[config.mk]
export PLATFORM = sky130hd
export DESIGN_NAME = stq_combiner
export DESIGN_NICKNAME = d
export VERILOG_FILES = /design/src/rtl/sqb_pkg.sv /design/src/rtl/sqb_ctrl.sv /design/src/rtl/sqb_datapath.sv /design/src/rtl/stq_combiner.sv
export SDC_FILE = /design/constraint.sdc
export NUM_CORES = 1
export LEC_CHECK = 0
export BUFFER_PORTS_ARGS = -buffer_cell sky130_fd_sc_hd__buf_4
export CELL_PAD_IN_SITES_DETAIL_PLACEMENT = 0
export CELL_PAD_IN_SITES_GLOBAL_PLACEMENT = 1
export CORE_UTILIZATION = 53
export DETAILED_ROUTE_END_ITERATION = 12
export MAX_ROUTING_LAYER = met4
export PLACE_DENSITY_LB_ADDON = 0.1
export SYNTH_ARGS = -nofsm -noshare
export SYNTH_HDL_FRONTEND = slang
export SYNTH_SLANG_ARGS = --single-unit
[constraint.sdc]
create_clock -name clk -period 5.5 [get_ports clk]
set_input_delay 1.1 -clock clk [delete_from_list [all_inputs] [get_ports clk]]
set_output_delay 1.1 -clock clk [all_outputs]
set_load 0.005 [all_outputs]
[src/rtl/sqb_pkg.sv]
package sqb_pkg;
  localparam int SQ_NUM   = 2;
  localparam int SQ_SLOTS = 8;
  localparam int SLOT_W   = $clog2(SQ_SLOTS);
  localparam int BEAT_W   = $clog2(SQ_SLOTS + 1);
  localparam int WORD_W   = 32;
  localparam int AREA_W   = 3;
  localparam int LINE_W   = 21;
  localparam int ALIGN_W  = 5;
  localparam int PHYS_W   = AREA_W + LINE_W + ALIGN_W;

  typedef struct packed {
    logic              wrEn;
    logic              wrQ;
    logic [SLOT_W-1:0] wrSlot;
    logic              wrQuad;
    logic              pfTake;
    logic              pfQ;
    logic              curQ;
    logic [BEAT_W-1:0] beat;
  } sqCtl_t;
endpackage

[src/rtl/sqb_ctrl.sv]
module sqb_ctrl
  import sqb_pkg::*;
#(
  parameter logic [5:0] WINDOW_TAG = 6'b111000
) (
  input  logic       clk,
  input  logic       rstN,
  input  logic       stValid,
  input  logic [5:0] stRegion,
  input  logic [5:0] stOffset,
  input  logic       stQuad,
  input  logic       pfValid,
  input  logic [5:0] pfRegion,
  input  logic       pfSel,
  input  logic       bReady,
  output logic       stStall,
  output logic       stAddrErr,
  output logic       pfStall,
  output logic       bValid,
  output logic       bHdr,
  output logic       bLast,
  output sqCtl_t     ctl
);
  localparam logic [BEAT_W-1:0] LAST_BEAT = BEAT_W'(SQ_SLOTS);

  logic [SQ_NUM-1:0] busy, busyNx;
  logic              act, curQ;
  logic [BEAT_W-1:0] beat;
  logic stWin, stBad, stQ, pfWin, pfTake, done;

  assign stWin = (stRegion == WINDOW_TAG);
  assign stBad = (stOffset[1:0] != 2'b00) | (stQuad & stOffset[2]);
  assign stQ   = stOffset[5];
  assign stAddrErr = stValid & stWin & stBad;
  assign stStall   = stValid & stWin & ~stBad & busy[stQ];

  assign pfWin   = (pfRegion == WINDOW_TAG);
  assign pfStall = pfValid & pfWin & busy[pfSel];
  assign pfTake  = pfValid & pfWin & ~busy[pfSel];

  assign done = act & bReady & (beat == LAST_BEAT);

  always_comb begin
    busyNx = busy;
    if (done)   busyNx[curQ] = 1'b0;
    if (pfTake) busyNx[pfSel] = 1'b1;
  end

  always_ff @(posedge clk) begin
    if (!rstN) begin
      busy <= '0;
      act  <= 1'b0;
      curQ <= 1'b0;
      beat <= '0;
    end else begin
      busy <= busyNx;
      if (!act) begin
        if (|busy) begin
          act  <= 1'b1;
          curQ <= ~busy[0];
          beat <= '0;
        end
      end else if (bReady) begin
        if (beat == LAST_BEAT) act <= 1'b0;
        else beat <= beat + 1'b1;
      end
    end
  end

  assign bValid = act;
  assign bHdr   = act & (beat == '0);
  assign bLast  = act & (beat == LAST_BEAT);

  always_comb begin
    ctl.wrEn   = stValid & stWin & ~stBad & ~busy[stQ];
    ctl.wrQ    = stQ;
    ctl.wrSlot = stOffset[SLOT_W+1:2];
    ctl.wrQuad = stQuad;
    ctl.pfTake = pfTake;
    ctl.pfQ    = pfSel;
    ctl.curQ   = curQ;
    ctl.beat   = beat;
  end
endmodule

[src/rtl/sqb_datapath.sv]
module sqb_datapath
  import sqb_pkg::*;
(
  input  logic              clk,
  input  logic              rstN,
  input  sqCtl_t            ctl,
  input  logic [63:0]       stData,
  input  logic              areaWe,
  input  logic              areaSel,
  input  logic [AREA_W-1:0] areaField,
  input  logic [LINE_W-1:0] pfLine,
  output logic [WORD_W-1:0] bData
);
  localparam int DEST_W = AREA_W + LINE_W;

  logic [WORD_W-1:0] qMem [SQ_NUM][SQ_SLOTS];
  logic [AREA_W-1:0] area [SQ_NUM];
  logic [DEST_W-1:0] dest [SQ_NUM];
  logic [SLOT_W-1:0] rdSlot;

  always_ff @(posedge clk) begin
    if (ctl.wrEn) begin
      if (ctl.wrQuad) begin
        qMem[ctl.wrQ][{ctl.wrSlot[SLOT_W-1:1], 1'b0}] <= stData[31:0];
        qMem[ctl.wrQ][{ctl.wrSlot[SLOT_W-1:1], 1'b1}] <= stData[63:32];
      end else begin
        qMem[ctl.wrQ][ctl.wrSlot] <= stData[31:0];
      end
    end
  end

  for (genvar g = 0; g < SQ_NUM; g++) begin : gQueue
    always_ff @(posedge clk) begin
      if (!rstN) begin
        area[g] <= '0;
        dest[g] <= '0;
      end else begin
        if (areaWe && (areaSel == 1'(g))) area[g] <= areaField;
        if (ctl.pfTake && (ctl.pfQ == 1'(g))) dest[g] <= {area[g], pfLine};
      end
    end
  end

  assign rdSlot = SLOT_W'(ctl.beat - 1'b1);

  always_comb begin
    if (ctl.beat == '0)
      bData = {{(WORD_W-PHYS_W){1'b0}}, dest[ctl.curQ], {ALIGN_W{1'b0}}};
    else
      bData = qMem[ctl.curQ][rdSlot];
  end
endmodule

[src/rtl/stq_combiner.sv]
module stq_combiner
  import sqb_pkg::*;
#(
  parameter logic [5:0] WINDOW_TAG = 6'b111000
) (
  input  logic        clk,
  input  logic        rstN,
  input  logic        stValid,
  input  logic [5:0]  stRegion,
  input  logic [5:0]  stOffset,
  input  logic [63:0] stData,
  input  logic        stQuad,
  output logic        stStall,
  output logic        stAddrErr,
  input  logic        pfValid,
  input  logic [31:5] pfAddr,
  output logic        pfStall,
  input  logic        areaWe,
  input  logic        areaSel,
  input  logic [2:0]  areaField,
  output logic        bValid,
  input  logic        bReady,
  output logic        bHdr,
  output logic        bLast,
  output logic [31:0] bData
);
  sqCtl_t ctl;

  sqb_ctrl #(.WINDOW_TAG(WINDOW_TAG)) u_ctrl (
    .clk(clk), .rstN(rstN),
    .stValid(stValid), .stRegion(stRegion), .stOffset(stOffset), .stQuad(stQuad),
    .pfValid(pfValid), .pfRegion(pfAddr[31:26]), .pfSel(pfAddr[5]),
    .bReady(bReady),
    .stStall(stStall), .stAddrErr(stAddrErr), .pfStall(pfStall),
    .bValid(bValid), .bHdr(bHdr), .bLast(bLast), .ctl(ctl)
  );

  sqb_datapath u_dp (
    .clk(clk), .rstN(rstN), .ctl(ctl), .stData(stData),
    .areaWe(areaWe), .areaSel(areaSel), .areaField(areaField),
    .pfLine(pfAddr[25:5]), .bData(bData)
  );
endmodule

# Word-level counts from Yosys, hierarchy flattened
# Memories as Yosys holds them, arrays and structs flattened. A register that Yosys moved wholly into a read port is not among the register bits.
# Cells that the tools add are included.
dict set report word_totals {
  latchBits 0
  in_bits 114
  rom_bits 0
  reg_bits 8
  ramBits 566
  n_memories 3
  wordCells 1153
  output_inout_bits 38
}
dict set report op_classes {
  n_reduce_logical 15
  div_mod_pow 0
  shift 0
  addsub 2
  multipliers 0
  muxes 568
  bitwise_logic 544
  n_eq_ne 5
  order_cmp 12
}
# memory depth width read_ports rd_ports_with_merged_regs write_ports line
set memory_table {}
lappend memory_table {u_dp.qMem 2 256 1 1 1 sqb_datapath.sv:16} ;# logic [WORD_W-1:0] qMem [SQ_NUM][SQ_SLOTS];
lappend memory_table {u_dp.dest 2 24 1 1 2 sqb_datapath.sv:18} ;# logic [DEST_W-1:0] dest [SQ_NUM];
lappend memory_table {u_dp.area 2 3 2 0 2 sqb_datapath.sv:17} ;# logic [AREA_W-1:0] area [SQ_NUM];
# operator n
set op_table {}
lappend op_table {{two-way mux 256 bit} 3}
lappend op_table {{two-way mux 1 bit} 543}
lappend op_table {{bitwise OR 1 bit} 517}
lappend op_table {{demux 32 bit (select 3 bit)} 3}
lappend op_table {{two-way mux 32 bit} 6}
lappend op_table {{binary-select mux 32 bit (select 3 bit)} 1}
lappend op_table {{two-way mux 24 bit} 2}
lappend op_table {{greater-or-equal comparator 4 bit, second input constant} 4}
lappend op_table {{two-way mux 4 bit} 4}
lappend op_table {{inverter 3 -> 4 bit} 4}
lappend op_table {{bitwise AND 1 bit} 13}
lappend op_table {{== test 6 bit, second input constant} 2}
lappend op_table {{< comparator 4 x 1 -> 1 bit, second input constant} 3}
lappend op_table {{logical AND 1 bit} 9}
lappend op_table {{inverter 1 bit} 7}
lappend op_table {{< comparator 1 x 2 -> 1 bit, second input constant} 3}
lappend op_table {{two-way mux 3 bit} 2}
lappend op_table {{adder 4 x 1 -> 4 bit, second input constant} 1}
lappend op_table {{== test 4 bit, second input constant} 1}
lappend op_table {{logical NOT 4 bit} 1}
lappend op_table {{two-way mux 2 bit} 2}
lappend op_table {{!= test 2 bit, second input constant} 2}
lappend op_table {{nonzero test 2 bit} 2}
lappend op_table {{AND reduction 3 bit} 1}
lappend op_table {{8 further kinds} 10}

# Longest topological paths before layout
dict set report logic_depth {
  depth_word 9
  ltp_mapped 10
  ltp_nobuf 6
}

# Cells and area by module
# Synthesis repeated with hierarchy kept, for this count alone.
dict set report hier_totals {
  cells_unflattened 1191
  hier_area_um2 24183.2
}
# mod area_each_um2 cells_per_inst seq_area_each_um2 n_inst
set by_module_without_submodules {}
lappend by_module_without_submodules {sqb_datapath 23608.9 1120 16996.3 1}
lappend by_module_without_submodules {sqb_ctrl 574.3 71 160.2 1}

# Least setup slack after synthesis
# Ideal clock, no wire load.
dict set report synth_path {
  path_kind {input port to flip-flop}
  startpoint {in stQuad}
  endpoint {mem u_dp.qMem[0][192] (netlist bit), enable pin}
  t_required_ps 5039
  setup_time_ps 461
  path_stages 6
  path_buffers 2
  slack_ps 820
  t_arrival_ps 4219
  path_cell_list {buf_6 > a211oi_2 > and4b_1 > buf_4 > o211ai_1 > nor3_1}
}
dict set report synth_between {
  elab_chain_cells 9
  elab_cells_between_ends 14
  cone_classes {mux: 7; bitwise: 7}
}
# item line
set synth_lines {}
lappend synth_lines {{start: declaration} stq_combiner.sv:12} ;# input logic stQuad,
lappend synth_lines {{bitwise AND 1 bit} sqb_ctrl.sv:32} ;# assign stBad = (stOffset[1:0] != 2'b00) | (stQuad & stOffset[2]);
lappend synth_lines {{bitwise OR 1 bit} sqb_ctrl.sv:32}
lappend synth_lines {{inverter 1 bit} sqb_ctrl.sv:75} ;# ctl.wrEn = stValid & stWin & ~stBad & ~busy[stQ];
lappend synth_lines {{bitwise AND 1 bit (2 in a row)} sqb_ctrl.sv:75}
lappend synth_lines {{two-way mux 1 bit} sqb_datapath.sv:22} ;# if (ctl.wrEn) begin
lappend synth_lines {{two-way mux 256 bit, on equally long branches} {sqb_datapath.sv:24, sqb_datapath.sv:25}}
lappend synth_lines {{bitwise OR 1 bit (no line)} --}
lappend synth_lines {{bitwise OR 1 bit (no line) (*)} --}
lappend synth_lines {{end: declaration} sqb_datapath.sv:16}
# Mark *: on every way between the ends. The rest lies on a longest branch, timed or not.

# Worst setup path in the final report
dict set report layout_path {
  startpoint {reg u_ctrl.beat[1]}
  endpoint {out bData[22]}
}
dict set report layout_between {
  elab_chain_cells 6
  elab_cells_between_ends 7
  cone_classes {add/sub: 1; mux: 4; bitwise: 1; reduce/logical: 1}
}
# item line
set layout_lines {}
lappend layout_lines {{start: declaration} sqb_ctrl.sv:28} ;# logic [BEAT_W-1:0] beat;
lappend layout_lines {{start signal: assignment} sqb_ctrl.sv:65} ;# else beat <= beat + 1'b1;
lappend layout_lines {{subtractor 3 x 1 -> 3 bit} sqb_datapath.sv:44} ;# assign rdSlot = SLOT_W'(ctl.beat - 1'b1);
lappend layout_lines {{inverter 3 -> 4 bit (implied by the code)} sqb_datapath.sv:50} ;# bData = qMem[ctl.curQ][rdSlot];
lappend layout_lines {{binary-select mux 32 bit (select 3 bit)} sqb_datapath.sv:50}
lappend layout_lines {{two-way mux 32 bit (implied by the code) (2 in a row)} sqb_datapath.sv:50}
lappend layout_lines {{two-way mux 32 bit (*)} sqb_datapath.sv:47} ;# if (ctl.beat == '0)
lappend layout_lines {{end: declaration} stq_combiner.sv:25} ;# output logic [31:0] bData
# Mark *: on every way between the ends. The rest lies on a longest branch, timed or not. The select of a mux whose other input is x is not followed.

==> results.txt <==
Cell Rows - 78
Drt wl/cell - 28.7 um
Largest net degree at the start of global routing - 133
Buffers plus inverters on the worst setup path - 3
Fraction of power consumed by sequential logic - 0.552
Post-synth net total - 1286
Switch Pwr - 1.75 mW
Most repeated library cell on the critical path - sky130_fd_sc_hd__buf_4
Post-Place Cells - 1893
Std-Cell Core Area - 45400 sq um
Number of global-route vias before repair - 12642
Count of buffers from port buffering - 151
Number of max-cap violations - 0
Part of the power in combinational logic - 0.035
I/O pin total - 152
Worst Setup Start Kind - register
YS warnings - 0
Skew-Pair Late Insertion Delay - 0.60 ns
Final hold vios - 0
Highest metal used - met4
Final antenna-violating net count - 0
EDFF count, synth - 566
Maximum vdd drop - 285 uV
Met3 routed wirelength - 4320 um
Setup TNS Final - 0 ns
Xor/xnor cell area share of the yosys netlist - 0.000719
Seq/Total Area, Yosys - 0.705
Max Slew Vio Count - 0
Worst-case clock buffer depth - 3
Internal power consumption - 7.00 mW
Number of buffers inserted during clock tree synthesis - 57
Antenna cells - 0
Run status - complete, no violations
Initial core utilization - 0.537
Mux cell area share after synthesis - 0.230
TritonCTS clock tree - done
Post-synthesis adder-cell area fraction - 0.00154
Via-per-instance ratio - 6.17
Worst clock skew on the final layout - 0.0133 ns
Number of instances in the synthesized netlist - 1169
Critical path cell sequence - inv_1, ha_4, buf_4, mux2i_1, a222oi_1, buf_4
DRT iter0 DRCs - 1226
Top-area cell type share of the netlist area - 0.697
Sum of net half-perimeters after detailed placement - 34500 um
Total number of clock tree sinks - 575
Clock transition at the registers of the reported paths - 0.06 ns
Detailed Routing Iterations Pass 1 - 6
Max-slew headroom at the worst pin - 0.222
Library cell contributing the largest single delay on the critical path - sky130_fd_sc_hd__ha_4
Data arrival time of the worst path - 3.06 ns
Gpl congestion - 0.768
Leading cell types by count after synthesis - sky130_fd_sc_hd__edfxtp_1, sky130_fd_sc_hd__mux4_2, sky130_fd_sc_hd__mux2i_1, sky130_fd_sc_hd__mux2_4, sky130_fd_sc_hd__and2_1
Number of resized instances in the post-cts repair step - 0
Area added between synthesis and finish - 15.3%
Wire length of the first global-routing pass - 84500 um
Dominant cell by count in the synthesized netlist - sky130_fd_sc_hd__edfxtp_1
Y dimension of the die - 216 um
Hold_buf cts - 0
Synth area leaders - sky130_fd_sc_hd__edfxtp_1, sky130_fd_sc_hd__mux4_2, sky130_fd_sc_hd__mux2_4
Width of the chip - 216 um
Detailed-routing wirelength on met1 - 24600 um
Clock network power share - 0.413
Compound-cell area share of the yosys netlist - 0.0167
Number of different library cells in the post-synthesis netlist - 45
DRC viols - 0
Overall Global Routing Usage - 0.258
Hold Crit Class - reg2reg
Family of cells with the greatest summed delay on the critical path - adder cells
Number of vias in the routed layout - 12317
Netlist area before placement - 24400 sq um
Crit path time final - 4.16 ns
Die ar. - 46900 sq um
Total power - 8.75 mW
Achievable frequency - 240 MHz
Number of antenna violations at the first check in global routing - 0
Met2 WL - 27700 um
Buffers inserted by post-CTS timing repair - 0
Largest family of logic cells by synthesized area - multiplexers
Unrepaired setup endpoints after global routing - no
Cell type contributing the most total cell area after synthesis - sky130_fd_sc_hd__edfxtp_1
Post-route non-filler standard cell count - 1995
Synthesized-area fraction occupied by and/or/nand/nor cells - 0.0291
Fraction of power spent switching nets - 0.200
Leak pwr - 9.30 nW
Worst path required time - 4.40 ns
Overflow left after global routing - 0
Crit Path Class - reg2out
Tcrit/Tclk final - 0.757
Clk Tree Root Cell - sky130_fd_sc_hd__clkbuf_16
Endpoint kind of the worst setup timing path - output port
Crit path largest cell delay - 0.78 ns
Share of post-route cells with drive strength above 1 - 0.396
Post-Synthesis Mean Instance Area - 20.9 sq um
Number of nets in the layout - 1469
Depth of the CTS H-tree - 2
Critical-path maximum fanout - 35
Aggregate routed wire length - 57300 um
Most used flip-flop cell after synthesis - sky130_fd_sc_hd__edfxtp_1
Ratio of total power to cell area - 312 nW/um^2
Share of synthesized registers carrying an async set or reset - 0
Setup-violating endpoint count in the final report - 0
Transition at the pin with the smallest max-transition slack - 1.13 ns
Register bit count reported by yosys - 575
-- state kept, by name, indices dropped and copies added, names as in the netlist, named ones only --
| name | flops |
|---|---|
| u_dp.qMem | 512 |
| u_dp.dest | 48 |
| u_dp.area | 6 |
| u_ctrl.beat | 4 |
| u_ctrl.busy | 2 |
| u_ctrl.bValid | 1 |
| u_ctrl.curQ | 1 |
-- path summary, 6_finish.rpt --
| check | startpoint | slack [ns] | end | cells after the start |
|---|---|---|---|---|
| hold reg to reg | u_dp.area[0][2]$_SDFFCE_PN0P_ | 0.52 | u_dp.dest[0][23]$_SDFFCE_PN0P_ | 1 |
| setup / recovery | u_ctrl.beat[1]$_SDFFE_PN0P_ | 1.34 | bData[22] | 6 |
| hold / removal | u_dp.area[0][2]$_SDFFCE_PN0P_ | 0.52 | u_dp.dest[0][23]$_SDFFCE_PN0P_ | 1 |
| setup reg to reg | u_ctrl.busy[0]$_SDFF_PN0_ | 2.26 | u_dp.qMem[0][138]$_DFFE_PP_ | 5 |
-- area by class of cell --
class	count	area, sq um
Multi-Input combinational cell	518	6950
Fill cell	3260	17300
Tap cell	600	751
Inverter	7	26.3
Timing Repair Buffer	193	1500
Sequential cell	575	17200
Clock buffer	68	1470
Clock inverter	34	226
-- cells in the final DEF, fill, tap and decap left out, types with 3 or more instances in the layout --
cell type                     n
sky130_fd_sc_hd__nand4_1      3
sky130_fd_sc_hd__a21oi_1      3
sky130_fd_sc_hd__inv_1        7
sky130_fd_sc_hd__mux2_1       4
sky130_fd_sc_hd__nand2_1      8
sky130_fd_sc_hd__and2_1      54
sky130_fd_sc_hd__nand2b_1     4
sky130_fd_sc_hd__buf_12       4
sky130_fd_sc_hd__o211ai_1     4
sky130_fd_sc_hd__mux4_2     128
sky130_fd_sc_hd__mux2_4      90
sky130_fd_sc_hd__nor2_1       8
sky130_fd_sc_hd__bufinv_16    3
sky130_fd_sc_hd__mux2i_1     92
sky130_fd_sc_hd__nor2_4      12
sky130_fd_sc_hd__a222oi_1    24
sky130_fd_sc_hd__nor3_1       3
sky130_fd_sc_hd__mux2_2      37
sky130_fd_sc_hd__clkbuf_1    11
sky130_fd_sc_hd__clkinv_2    13
sky130_fd_sc_hd__buf_4      189
sky130_fd_sc_hd__clkbuf_16   57
sky130_fd_sc_hd__clkinv_1    17
sky130_fd_sc_hd__o22ai_1      8
sky130_fd_sc_hd__edfxtp_1   566
sky130_fd_sc_hd__dfxtp_1      7
sky130_fd_sc_hd__nor3_2       5
-- power groups by stage --
stage	clock network [mW]	logic, mW	registers, mW
CTS	3.66	0.305	4.84
finish	3.61	0.304	4.83
detailed placement	0	0.304	4.93
global placement	0	0.298	4.93
floorplan	0	0.123	4.93
global route	3.84	0.326	4.83
-- cell families (layout without fill, tap and decap cells) --
logic type	after synthesis	count (layout)
DFF	575	575
xor gates and xnor gates	2	2
AOI/OAI and AO/OA	48	48
buffers and inverters	76	302
other	1	1
and+or+nand+nor	113	113
muxes	351	351
adders and majority gates	3	3
-- stage by stage --
stage                     setup WS [ns]  hold WS [ns]  cell area, sq um   util
after floorplan                   0.820         0.497             24400      -
after global placement             1.45         0.498             26400  0.582
after detailed placement           1.37         0.512             26400  0.582
after CTS                          1.26         0.526             28100  0.619
after global routing               1.18         0.557             28100  0.619
final                              1.34         0.525             28100  0.619
-- layer usage --
| layer | global-route usage | vias to the layer above |
|---|---|---|
| li1 | - | 5234 |
| met1 | 0.364 | 6525 |
| met2 | 0.398 | 494 |
| met3 | 0.0514 | 64 |
| met4 | 0.0481 | 0 |
| met5 | - | - |
Note: power is estimated with default switching activity, not from simulation.
